<file path="config.mk">
export PLATFORM = sky130hd
export DESIGN_NAME = gf8_inverter
export DESIGN_NICKNAME = d
export VERILOG_FILES = /design/src/rtl/gf8_pkg.sv /design/src/rtl/gf8_frob.sv /design/src/rtl/gf8_mult.sv /design/src/rtl/gf8_inv_chain.sv /design/src/rtl/gf8_inverter.sv
export SDC_FILE = /design/constraint.sdc
export NUM_CORES = 1
export LEC_CHECK = 0
export BUFFER_PORTS_ARGS = -buffer_cell sky130_fd_sc_hd__buf_4
export CAP_MARGIN = 20
export CELL_PAD_IN_SITES_DETAIL_PLACEMENT = 0
export CELL_PAD_IN_SITES_GLOBAL_PLACEMENT = 1
export CORE_ASPECT_RATIO = 1.2
export CORE_MARGIN = 2
export CORE_UTILIZATION = 40
export DETAILED_ROUTE_END_ITERATION = 8
export PLACE_DENSITY_LB_ADDON = 0.1
export SLEW_MARGIN = 20
export SYNTH_ARGS = -nofsm -noshare
export SYNTH_HDL_FRONTEND = slang
export SYNTH_SLANG_ARGS = --single-unit
export TNS_END_PERCENT = 30
</file>
<file path="constraint.sdc">
create_clock -name clk -period 2.1 [get_ports clk]
set_input_delay 0.315 -clock clk [delete_from_list [all_inputs] [get_ports clk]]
set_output_delay 0.315 -clock clk [all_outputs]
set_load 0.005 [all_outputs]
</file>
<file path="src/rtl/gf8_pkg.sv">
package gf8_pkg;

   localparam int unsigned GF_W = 8;
   localparam logic [GF_W:0] GF_POLY = 9'h11D;

   typedef logic [GF_W-1:0] gf_elem_t;

   // x^k reduced modulo the field polynomial
   function automatic gf_elem_t basis_pow(input int unsigned k, input logic [GF_W:0] poly);
      gf_elem_t r;
      r = gf_elem_t'(1);
      for (int unsigned s = 0; s < k; s++) begin
         if (r[GF_W-1]) r = {r[GF_W-2:0], 1'b0} ^ poly[GF_W-1:0];
         else           r = {r[GF_W-2:0], 1'b0};
      end
      return r;
   endfunction

   // general product, used by checks only
   function automatic gf_elem_t gf_mul(input gf_elem_t a, input gf_elem_t b,
                                       input logic [GF_W:0] poly);
      gf_elem_t acc;
      acc = '0;
      for (int i = GF_W-1; i >= 0; i--) begin
         if (acc[GF_W-1]) acc = {acc[GF_W-2:0], 1'b0} ^ poly[GF_W-1:0];
         else             acc = {acc[GF_W-2:0], 1'b0};
         if (b[i]) acc = acc ^ a;
      end
      return acc;
   endfunction

endpackage

</file>
<file path="src/rtl/gf8_frob.sv">
// Linear power stage: out = in^(2^SHIFT), built as a constant XOR matrix.
module gf8_frob #(
   parameter int unsigned   W     = gf8_pkg::GF_W,
   parameter logic [W:0]    POLY  = gf8_pkg::GF_POLY,
   parameter int unsigned   SHIFT = 1
) (
   input  logic [W-1:0] in_v,
   output logic [W-1:0] out_v
);
   localparam int unsigned STEP = 1 << SHIFT;

   if (W != gf8_pkg::GF_W) begin : g_bad_w
      $error("gf8_frob: W must equal %0d", gf8_pkg::GF_W);
   end
   if (SHIFT < 1 || SHIFT > 3) begin : g_bad_shift
      $error("gf8_frob: SHIFT out of range");
   end

   logic [W-1:0] term [W];

   for (genvar gi = 0; gi < W; gi++) begin : g_col
      localparam logic [W-1:0] COL = gf8_pkg::basis_pow(gi * STEP, POLY);
      assign term[gi] = {W{in_v[gi]}} & COL;
   end

   always_comb begin
      out_v = '0;
      for (int i = 0; i < W; i++) out_v = out_v ^ term[i];
   end
endmodule

</file>
<file path="src/rtl/gf8_mult.sv">
// General GF(2^W) multiplier, MSB-first shift and reduce.
module gf8_mult #(
   parameter int unsigned W    = gf8_pkg::GF_W,
   parameter logic [W:0]  POLY = gf8_pkg::GF_POLY
) (
   input  logic [W-1:0] op_a,
   input  logic [W-1:0] op_b,
   output logic [W-1:0] prod
);
   if (!POLY[W]) begin : g_bad_poly
      $error("gf8_mult: POLY must have degree W");
   end

   always_comb begin
      logic [W-1:0] acc;
      logic         top;
      acc = '0;
      for (int i = W-1; i >= 0; i--) begin
         top = acc[W-1];
         acc = {acc[W-2:0], 1'b0};
         if (top)     acc = acc ^ POLY[W-1:0];
         if (op_b[i]) acc = acc ^ op_a;
      end
      prod = acc;
   end
endmodule

</file>
<file path="src/rtl/gf8_inv_chain.sv">
// a^254 = a^224 * a^24 * a^6, all partial powers from one cube.
module gf8_inv_chain #(
   parameter int unsigned W    = gf8_pkg::GF_W,
   parameter logic [W:0]  POLY = gf8_pkg::GF_POLY
) (
   input  logic [W-1:0] elem,
   output logic [W-1:0] inv
);
   logic [W-1:0] p2, p3, p6, p7, p14, p56, p224, p24, p248;

   gf8_frob #(.W(W), .POLY(POLY), .SHIFT(1)) u_sq1  (.in_v(elem), .out_v(p2));
   gf8_mult #(.W(W), .POLY(POLY))            u_cube (.op_a(p2), .op_b(elem), .prod(p3));
   gf8_frob #(.W(W), .POLY(POLY), .SHIFT(1)) u_sq3  (.in_v(p3), .out_v(p6));
   gf8_mult #(.W(W), .POLY(POLY))            u_sev  (.op_a(p6), .op_b(elem), .prod(p7));
   gf8_frob #(.W(W), .POLY(POLY), .SHIFT(1)) u_sq7  (.in_v(p7), .out_v(p14));
   gf8_frob #(.W(W), .POLY(POLY), .SHIFT(2)) u_q14  (.in_v(p14), .out_v(p56));
   gf8_frob #(.W(W), .POLY(POLY), .SHIFT(2)) u_q56  (.in_v(p56), .out_v(p224));
   gf8_frob #(.W(W), .POLY(POLY), .SHIFT(2)) u_q6   (.in_v(p6), .out_v(p24));
   gf8_mult #(.W(W), .POLY(POLY))            u_m248 (.op_a(p224), .op_b(p24), .prod(p248));
   gf8_mult #(.W(W), .POLY(POLY))            u_m254 (.op_a(p248), .op_b(p6), .prod(inv));
endmodule

</file>
<file path="src/rtl/gf8_inverter.sv">
module gf8_inverter #(
   parameter int unsigned W       = gf8_pkg::GF_W,
   parameter logic [W:0]  POLY    = gf8_pkg::GF_POLY,
   parameter bit          OUT_REG = 1'b1
) (
   input  logic         clk,
   input  logic         rst_n,
   input  logic         in_valid,
   input  logic [W-1:0] in_elem,
   output logic         out_valid,
   output logic [W-1:0] out_inv
);
   if (W != gf8_pkg::GF_W) begin : g_bad_w
      $error("gf8_inverter: power chain is fixed to W=%0d", gf8_pkg::GF_W);
   end

   logic [W-1:0] comb_inv;

   gf8_inv_chain #(.W(W), .POLY(POLY)) u_chain (.elem(in_elem), .inv(comb_inv));

   if (OUT_REG) begin : g_reg
      always_ff @(posedge clk or negedge rst_n) begin
         if (!rst_n) begin
            out_valid <= 1'b0;
            out_inv   <= '0;
         end else begin
            out_valid <= in_valid;
            if (in_valid) out_inv <= comb_inv;
         end
      end

      assert_valid_delay_R3: assert property (@(posedge clk) disable iff (!rst_n)
         1'b1 |=> out_valid == $past(in_valid));

      assert_reg_inverse_R4: assert property (@(posedge clk) disable iff (!rst_n)
         (in_valid && in_elem != '0) |=>
            gf8_pkg::gf_mul(out_inv, $past(in_elem), POLY) == W'(1));

      assert_hold_idle_R5: assert property (@(posedge clk) disable iff (!rst_n)
         !in_valid |=> $stable(out_inv));
   end else begin : g_comb
      assign out_valid = in_valid;
      assign out_inv   = comb_inv;
   end

   assert_unit_product_R1: assert property (@(posedge clk) disable iff (!rst_n)
      (in_elem != '0) |-> gf8_pkg::gf_mul(in_elem, comb_inv, POLY) == W'(1));

   assert_zero_maps_zero_R2: assert property (@(posedge clk) disable iff (!rst_n)
      (in_elem == '0) |-> comb_inv == '0);
endmodule

</file>
== After elaboration in Yosys (flattened, before gate mapping) ==
Index checks and enable logic that the tools add are counted.

* Add/subtract/negate cells: 0
* $mul: 0
* Div/mod/pow operators: 0
* Order comparisons: 0
* Eq/ne operators: 0
* Shifts and indexed selects: 0
* Multiplexer cells: 60
* Bitwise logic cells: 98
* Reductions and logical operators: 0

{| class="wikitable"
|+ Operator list
! cell !! number
|-
| 8-bit bitwise XOR || 40
|-
| 8-bit two-way mux || 32
|-
| 5-bit two-way mux || 28
|-
| 4-bit NOT || 28
|-
| 8-bit by 5-bit bitwise XOR with 8-bit output || 9
|-
| 8-bit by 7-bit bitwise XOR with 8-bit output || 9
|-
| 1-bit by 5-bit bitwise XOR with 5-bit output || 3
|-
| 3-bit by 5-bit bitwise XOR with 5-bit output || 3
|-
| 5-bit bitwise XOR || 3
|-
| 1-bit by 3-bit bitwise XOR with 3-bit output || 3
|}

* Flip-flop bits (word level): 9
* Bits in latches: 0
* RAM bits: 0
* ROM bits: 0
* Memories kept: 0

== Longest topological paths before layout ==
Gate-level depths: netlist of the first run.

* Depth after elaboration: 151
* Mapped depth: 36
* Depth with buffers taken out: 29

== Cells and area by module ==
Synthesis of the first run repeated with hierarchy kept, for this count alone.

* Cells, all modules: 716
* Area, all modules: 5397.7 sq um

{| class="wikitable"
|+ By module, submodules not included
! module !! times used !! cells an instance !! area an instance (sq um) !! seq. area each (sq um)
|-
| gf8_mult || 4 || 155 || 1062.3 || 0.0
|-
| gf8_frob (u_chain.u_q14 ...) || 3 || 13 || 146.4 || 0.0
|-
| gf8_inverter || 1 || 18 || 356.6 || 225.2
|-
| gf8_frob (u_chain.u_sq1 ...) || 3 || 13 || 117.6 || 0.0
|}

== Worst setup path after synthesis of the first run ==
No wires, ideal clock.

* Path kind: in2reg
* Start point: input in_elem[5]
* End point: register out_inv[4]
* Library setup time: 125 ps
* Arrival time: 8756 ps
* Required time: 1975 ps
* Slack: -6781 ps
* Stages on the path: 33
* Path through: buf_4 buf_6 buf_6 clkbuf_1 xnor2_1 ha_1 buf_2 mux2i_1 xnor2_1 a22oi_2 xnor3_2 xor3_1 buf_6 xor2_1 nand2_1 xnor3_1 xnor2_4 xnor3_2 xnor3_2 a21oi_1 a21oi_2 xnor2_2 xor3_1 xnor3_1 xnor2_1 xnor2_1 buf_2 nand2_1 xnor2_1 xnor2_1 xnor3_1 xnor3_1 mux2_2

* Cells in the longest elaborated chain, start to end: 116

{| class="wikitable"
|+ RTL lines
! element !! RTL line !! RTL
|-
| start, declared || gf8_inverter.sv:9 || <nowiki>input logic [W-1:0] in_elem,</nowiki>
|-
| 8-bit by 7-bit bitwise XOR with 8-bit output || gf8_frob.sv:28 || <nowiki>for (int i = 0; i < W; i++) out_v = out_v ^ term[i];</nowiki>
|-
| 8-bit bitwise XOR || gf8_frob.sv:28 ||
|-
| 8-bit by 5-bit bitwise XOR with 8-bit output || gf8_frob.sv:28 ||
|-
| 8-bit two-way mux || gf8_mult.sv:22 || <nowiki>if (op_b[i]) acc = acc ^ op_a;</nowiki>
|-
| 4-bit NOT (no source line) || -- ||
|-
| 5-bit two-way mux || gf8_mult.sv:21 || <nowiki>if (top) acc = acc ^ POLY[W-1:0];</nowiki>
|-
| 8-bit bitwise XOR || gf8_mult.sv:22 ||
|-
| 8-bit two-way mux || gf8_mult.sv:22 ||
|-
| (+100 left out) || -- ||
|-
| 4-bit NOT (no source line) || -- ||
|-
| 5-bit two-way mux || gf8_mult.sv:21 ||
|-
| 8-bit bitwise XOR || gf8_mult.sv:22 ||
|-
| 8-bit two-way mux || gf8_mult.sv:22 ||
|-
| 4-bit NOT (no source line) || -- ||
|-
| 5-bit two-way mux || gf8_mult.sv:21 ||
|-
| 8-bit bitwise XOR || gf8_mult.sv:22 ||
|-
| 8-bit two-way mux * || gf8_mult.sv:22 ||
|-
| end signal, assigned || gf8_inverter.sv:28 || <nowiki>if (in_valid) out_inv <= comb_inv;</nowiki>
|-
| end, declared || gf8_inverter.sv:11 || <nowiki>output logic [W-1:0] out_inv</nowiki>
|}

Every way passes the cells marked *; elsewhere a longest branch is shown, timed or not.
A chain may end at the register's enable or synchronous reset.

== Worst setup path in the final report of the first run ==
* Start point: input in_elem[4]
* End point: register out_inv[4]

* Cells in the longest elaborated chain, start to end: 117

{| class="wikitable"
|+ RTL lines
! element !! RTL line
|-
| 8-bit by 5-bit bitwise XOR with 8-bit output || gf8_frob.sv:28
|-
| 8-bit by 7-bit bitwise XOR with 8-bit output || gf8_frob.sv:28
|-
| 8-bit bitwise XOR || gf8_frob.sv:28
|-
| 8-bit by 5-bit bitwise XOR with 8-bit output || gf8_frob.sv:28
|-
| 8-bit two-way mux || gf8_mult.sv:22
|-
| 4-bit NOT (no source line) || --
|-
| 5-bit two-way mux || gf8_mult.sv:21
|-
| 8-bit bitwise XOR || gf8_mult.sv:22
|-
| (+101 left out) || --
|-
| 4-bit NOT (no source line) || --
|-
| 5-bit two-way mux || gf8_mult.sv:21
|-
| 8-bit bitwise XOR || gf8_mult.sv:22
|-
| 8-bit two-way mux || gf8_mult.sv:22
|-
| 4-bit NOT (no source line) || --
|-
| 5-bit two-way mux || gf8_mult.sv:21
|-
| 8-bit bitwise XOR || gf8_mult.sv:22
|-
| 8-bit two-way mux * || gf8_mult.sv:22
|}

Marked as above.

==> impl_summary.txt, run 1 <==
----------------------------------------------------
[Floorplan]
  Area of the core ... 18800 um2
  Std-Cell Rows ... between 50 and 60
  Boundary Pins ... 20
  Die area ... 20200 um2
  Horizontal extent of the die ... 130 um
  Starting Density ... 40.6%
  Die boundary height ... 155 um

[Clocking]
  Clock network latency to the later pin of the worst-skew pair ... 0.23 ns
  CTS Root Cell ... clkbuf_16
  Clock Tree Buf Depth ... 2
  Inserted Clock Buffers ... 3
  CTS tree ... yes
  Clock slew at the register clock pins of the worst setup and hold paths ... 0.04 ns
  Clk sinks ... 9
  Total number of H-tree levels ... 1

[Flow run]
  Max-cap viol count ... 0

[Placed design]
  Post-Place Worst Slack ... -6.36 ns
  GP Congestion ... between 0.9 and 1
  Number of placed instances with taps included ... 1416
  Placed wire-length estimate after detailed placement ... 20600 um
  Area post-placement ... 10100 um2
  Number of buffers inserted by port buffering ... 19

[Synth]
  Post-synthesis net count ... 949
  Mean post-synth cell area ... 8.15 um2
  Seq/Total Area, Yosys ... 2.96%
  Synth warn ... 0
  Cell Area, Synth ... 7620 um2
  Cell types with the largest area share after synthesis ... xnor2_1 18%, xnor3_1 11%, nor2_1 5.4%, nand2_1 5.2%, xor2_1 4.1%
  Top flip-flop cell by instance count after synthesis ... dfrtp_1
  Proportion of register bits with asynchronous set or reset after synthesis ... 100%
  Number of standard cells after synthesis ... 935
  Top cell type's share of synthesized area ... 18.3%
  Number of synthesized register bits ... 9
  Library cells used by synthesis ... 89
  Cell accounting for the most synthesized area ... xnor2_1
  Number of flops mapped to enable cells by yosys ... 0

[Timing]
  Slew HR ... roughly 46%
  Highest clock rate ... about 120 MHz
  Fin Clk Skew ... 0 ns
  Final critical-path share of the clock period ... 381%
  Final setup vio count ... 8
  Count of final hold-check violations ... 0
  Worst slew pin tran ... 0.811 ns
  Setup repair after global routing missed its margin ... yes
  Final worst slack ... -5.90 ns
  Final Max Tran Viols ... 0
  Final period demand of the worst path ... 8.00 ns

[Global route]
  GR met3 Demand/Resource ... 1.55%
  All-Layer GR Usage ... 26.6%
  Met2 track demand over resource ... slightly below 50%
  Global-route wire length before repair ... 42500 um
  Global routing's busiest layer ... met2
  Global routing usage on met1 ... approximately 33%
  Overflow after GRT ... 0
  Number of global-route vias before repair ... 7824
  Number of antenna violations at the first check in global routing ... 0
  Pin count of the biggest net entering global routing ... 40

[Setup path]
  Cell occurring most often along the worst timing path ... xnor2_2
  Worst path slowest cell ... xor3_1
  Worst setup SP type ... primary input
  Max FO, Critical Path ... 8
  Largest delay contributor family on the critical path ... XOR/XNOR gates
  Biggest cell delay along the critical path ... 0.47 ns
  Critical path class ... primary input to flop
  CP Buf/Inv Count ... 6
  WP data required ... between 2 and 2.5 ns
  Critical path arrival ... slightly above 8 ns
  Critical path endpoint category ... flop

[Finish]
  Final Net Count ... about 1200
  Area growth syn-to-layout ... 42.9%
  Area taken by flip-flops and latches ... approximately 230 um2
  Post-layout instance area ... 10900 um2
  Area of the multi-input gates ... 7520 um2
  Fillers ... 1691
  Post-route insts no fill ... 1455
  Final core utilization ... 58.0%
  Share of cells above drive strength 1 ... 40.3%
  Count of inserted antenna diode cells ... 0

[Status]
  Run status ... finished with violations
  Violated checks ... setup timing

[Drt]
  Number of detailed-routing iterations run before antenna repair ... 5
  Mean routed wirelength per cell ... 18.5 um
  DR vias ... between 7000 and 8000
  Detailed Route Iter0 Violations ... 382
  Post-route DRC violation count ... 0
  Sum of routed wire length over all layers ... about 27000 um
  Residual antenna-violating net count after detailed routing ... 0
  Detailed-route vias per instance ... around 5.4

[Hold path]
  Hold Crit Class ... primary input to flop

----------------------------------------------------
==> worst paths after layout <==
path | cells past startpoint | end | slack, ns | start
hold / removal | 1 | out_valid$_DFF_PN0_ | 0.29 | in_valid
hold reg to reg | 1 | out_inv[6]$_DFFE_PN0P_ | 0.51 | out_inv[6]$_DFFE_PN0P_
setup reg to reg | 1 | out_inv[7]$_DFFE_PN0P_ | 1.33 | out_inv[7]$_DFFE_PN0P_
max in group asynchronous | 2 | out_inv[1]$_DFFE_PN0P_ | 1.52 | rst_n
min in group asynchronous | 2 | out_inv[7]$_DFFE_PN0P_ | 0.45 | rst_n
setup / recovery | 34 | out_inv[4]$_DFFE_PN0P_ | -5.90 | in_elem[4]
==> cells in the final DEF (no fill, tap or decap), types with 24 or more instances in the layout <==
cell type,n
a21oi_1,43
buf_4,316
nand2_1,104
nor2_1,105
nor3_1,25
o21ai_0,33
xnor2_1,131
xnor2_2,34
xnor3_1,29
xor2_1,24
==> synthesized netlist by cell type, types with 4 or more instances <==
master    number
xor2_1        36
nand3_1       14
o211ai_1       8
xnor2_1      159
xor2_2         5
xor3_1        11
a31oi_1        5
o22ai_1       14
a211oi_1      14
dfrtp_1        9
buf_6          8
o21ai_0       35
buf_1          7
nor2_1       109
inv_1          8
xnor2_4        9
xnor3_2       11
buf_2         21
and2_1         7
nor2b_1       12
a21oi_1       44
a22oi_1        6
a21o_1         4
nor4_1         6
buf_4          4
nand2_1      105
nor3_1        25
clkbuf_1      38
o21ai_1        7
xnor2_2       12
a221o_1        4
nand2b_1      12
mux2_2        10
xnor3_1       38
mux2i_1       24
==> logic make-up (layout without fill, tap and decap cells) <==
family	after synthesis	in the layout	synth area share (%)
adder cells (fa/ha/maj)	6	6	0.903
buffers and inverters	90	353	5.91
flip-flops	9	9	2.96
AO/OA/AOI/OAI	194	194	18.0
XOR/XNOR	285	286	48.8
multiplexers	34	34	4.63
AND/OR/NAND/NOR	317	317	18.8
==> layout make-up <==
cell class                      count  area share (%)
Clock buffer                        4           0.724
Inverter                           11           0.379
Multi-Input combinational cell    837            69.0
Sequential cell                     9            2.07
Tap cell                          256            2.94
Timing Repair Buffer              338            24.9
==> sequential cells by signal (all words and copies together), names as in the netlist <==
register	flops
out_valid	1
out_inv	8
==> routing by layer <==
layer,wire (um),share of wire [%]
met1,10800,40
met2,14200,53
met3,1120,4.2
met4,765,2.8
met5,0,0
==> per-stage QoR <==
step           setup TNS (ns)  hold slack (ns)
5_1_grt                -48.06            0.289
6_report               -46.08            0.286
2_1_floorplan          -46.08           0.0194
3_3_place_gp           -49.28            0.138
4_1_cts                -45.47            0.286
3_5_place_dp           -50.02            0.143
==> repair_timing <==
item	in CTS	in global routing
pin swaps	16	29
gates resized for setup	27	33
setup buffers	14	19
hold endpoints to repair	9	0
hold buffers	1	0
cloned	1	0
endpoints found under the setup margin	8	8
Power of run 1 is left out: the tool's default activity adds up to more than one toggle a clock period on the data nets, which glitch-free logic cannot reach.
==> run 2: changes to the inputs <==
--- a/config.mk
+++ b/config.mk
@@ -9,7 +9,7 @@
 export CAP_MARGIN = 20
 export CELL_PAD_IN_SITES_DETAIL_PLACEMENT = 0
 export CELL_PAD_IN_SITES_GLOBAL_PLACEMENT = 1
-export CORE_ASPECT_RATIO = 1.2
+export CORE_ASPECT_RATIO = 0.6
 export CORE_MARGIN = 2
 export CORE_UTILIZATION = 40
 export DETAILED_ROUTE_END_ITERATION = 8
@@ -18,4 +18,4 @@
 export SYNTH_ARGS = -nofsm -noshare
 export SYNTH_HDL_FRONTEND = slang
 export SYNTH_SLANG_ARGS = --single-unit
-export TNS_END_PERCENT = 30
+export TNS_END_PERCENT = 100
==> run 2 against run 1 <==
  * The flow still finishes with violations (setup timing)
  * Via count increased by 1.9%
  * Register-to-register slack about the same
  * Final cell count increased by 1.0%
  * Sequential share of layout area decreased by 0.096 points
  * Die area increased by 0.16%
  * Worst hold slack improved by 0.023 ns
  * Clock skew unchanged
  * Routed wire length increased by 8.9%
  * Global-route usage increased by 2.3 points
==> impl_summary.txt, run 2 (same netlist as run 1, synthesis figures left out) <==
----------------------------------------------------
[Placed design]
  Number of buffers inserted by port buffering ... 19 (unchanged)
  GP Congestion ... 0.917 (-2.0%)
  Number of placed instances with taps included ... 1419 (+0.21%)
  Placed wire-length estimate after detailed placement ... 22800 um (+11%)

[Clocking]
  CTS Root Cell ... clkbuf_16
  Clock Tree Buf Depth ... 2 (unchanged)
  Clk sinks ... 9 (unchanged)
  CTS tree ... yes
  Total number of H-tree levels ... 1 (unchanged)
  Inserted Clock Buffers ... 3 (unchanged)
  Clock network latency to the later pin of the worst-skew pair ... 0.23 ns (about the same)
  Clock slew at the register clock pins of the worst setup and hold paths ... 0.04 ns (about the same)

[Setup path]
  CP Buf/Inv Count ... 6 (unchanged)
  Worst setup SP type ... primary input
  Critical path class ... primary input to flop
  Biggest cell delay along the critical path ... 0.58 ns (+0.11 ns)
  Critical path endpoint category ... flop
  Max FO, Critical Path ... 7 (-1)
  Critical path arrival ... 8.09 ns (-0.03 ns)
  Cell occurring most often along the worst timing path ... xor3_1
  Worst path slowest cell ... xnor3_2
  WP data required ... 2.21 ns (about the same)
  Largest delay contributor family on the critical path ... XOR/XNOR gates

[Timing]
  Final Max Tran Viols ... 0 (unchanged)
  Fin Clk Skew ... 0 ns (unchanged)
  Final worst slack ... -5.87 ns (+0.0319 ns)
  Final setup vio count ... 8 (unchanged)
  Final period demand of the worst path ... 7.97 ns (-0.0319 ns)
  Worst slew pin tran ... 0.796 ns (-0.0152 ns)
  Setup repair after global routing missed its margin ... yes
  Final critical-path share of the clock period ... 380% (-1.5 points)
  Highest clock rate ... 125 MHz (+0.40%)
  Hold Slack ... 0.309 ns (+0.0234 ns)
  Setup tns final ... -45.73 ns (+0.346 ns)
  Count of final hold-check violations ... 0 (unchanged)
  Slew HR ... 46.5% (+1.0 points)

[Hold path]
  Hold Crit Class ... primary input to flop

[Finish]
  Area growth syn-to-layout ... 49.9%
  Max reg flops ... 8 (unchanged)
  Most used cells in the layout excluding fill and tap cells ... 327 x buf_4, 113 x xnor2_1, 100 x nand2_1, 100 x nor2_1, 46 x xnor2_2
  Reg with most FFs ... out_inv
  Final Net Count ... 1239 (+2.1%)
  Count of inserted antenna diode cells ... 0 (unchanged)
  Post-route insts no fill ... 1470 (+1.0%)
  Share of cells above drive strength 1 ... 45.1% (+4.8 points)
  Area of the multi-input gates ... 7800 um2 (+3.8%)
  Largest registers ... out_inv: 8 flops, out_valid: 1 flops
  Fillers ... 1633 (-3.4%)
  Commonest non-fill, non-tap cell in the layout ... buf_4
  Area taken by flip-flops and latches ... 225 um2 (unchanged)

[Global route]
  Global-route wire length before repair ... 45300 um (+6.6%)
  All-Layer GR Usage ... 28.9% (+2.3 points)
  Pin count of the biggest net entering global routing ... 35 (-13%)
  Overflow after GRT ... 0 (unchanged)
  Number of global-route vias before repair ... 7782 (-0.54%)
  Number of antenna violations at the first check in global routing ... 0 (unchanged)

[Floorplan]
  Horizontal extent of the die ... 182 um (+40%)
  Die area ... 20200 um2 (+0.16%)
  Std-Cell Rows ... 39 (-29%)
  Area of the core ... 18800 um2 (+0.26%)
  Die boundary height ... 111 um (-29%)
  Starting Density ... 40.4% (-0.11 points)
  Boundary Pins ... 20 (unchanged)

[Status]
  Violated checks ... setup timing
  Run status ... finished with violations

[Flow run]
  Max-cap viol count ... 0 (unchanged)

[Drt]
  Detailed-route vias per instance ... 5.45 (+0.84%)
  Number of detailed-routing iterations run before antenna repair ... 5 (unchanged)
  DR vias ... 8013 (+1.9%)
  Post-route DRC violation count ... 0 (unchanged)
  Sum of routed wire length over all layers ... 29300 um (+8.9%)
  Mean routed wirelength per cell ... 20.0 um (+7.8%)
  Detailed Route Iter0 Violations ... 722 (+89%)
  Residual antenna-violating net count after detailed routing ... 0 (unchanged)

----------------------------------------------------
==> run 2: repair_timing <==
action / CTS / global route
pin swaps: 41 / 29
setup endpoints to repair: 8 / 8
hold endpoints to repair: 9 / 0
setup buffers: 32 / 17
gates resized for setup: 104 / 36
hold buffers: 1 / 0
==> run 2: per-stage QoR <==
stage	setup slack, ns	cell area, um2	utilization [%]
finish	-5.87	11400	60.6
CTS	-5.72	11100	58.9
detailed placement	-6.55	10200	54.2
floorplan	-6.03	7900	-
global placement	-6.46	10200	54.2
global route	-6.16	11400	60.6
==> run 2: layer usage <==
| layer | part of all wire, % | track usage [%] | wire (um) | vias up |
|---|---|---|---|---|
| met3 | 9.8 | 7.16 | 2870 | 13 |
| met2 | 41 | 41.8 | 11900 | 309 |
| met1 | 49 | 44.9 | 14400 | 3873 |
| li1 | - | - | - | 3818 |
| met5 | 0 | 0 | 0 | - |
| met4 | 0.41 | 2.04 | 120 | 0 |
==> run 2: final timing paths <==
| check | start | to | slack (ns) | cells after the start |
|---|---|---|---|---|
| max in group asynchronous | rst_n | out_inv[3]$_DFFE_PN0P_ | 1.52 | 2 |
| worst min-delay path | in_valid | out_valid$_DFF_PN0_ | 0.31 | 1 |
| worst max-delay path | in_elem[6] | out_inv[3]$_DFFE_PN0P_ | -5.87 | 33 |
| worst min register to register | out_inv[3]$_DFFE_PN0P_ | out_inv[3]$_DFFE_PN0P_ | 0.51 | 1 |
| min in group asynchronous | rst_n | out_inv[0]$_DFFE_PN0P_ | 0.44 | 2 |
| worst max register to register | out_inv[4]$_DFFE_PN0P_ | out_inv[4]$_DFFE_PN0P_ | 1.32 | 1 |
==> run 2: area by class of cell <==
| class | instances | share of cell area (%) |
|---|---|---|
| clock buffer | 4 | 0.690 |
| inverter | 11 | 0.362 |
| multi-input combinational | 836 | 68.3 |
| sequential | 9 | 1.97 |
| tap | 246 | 2.70 |
| timing repair buffer | 364 | 25.9 |
Power of run 2 is left out for the same reason.
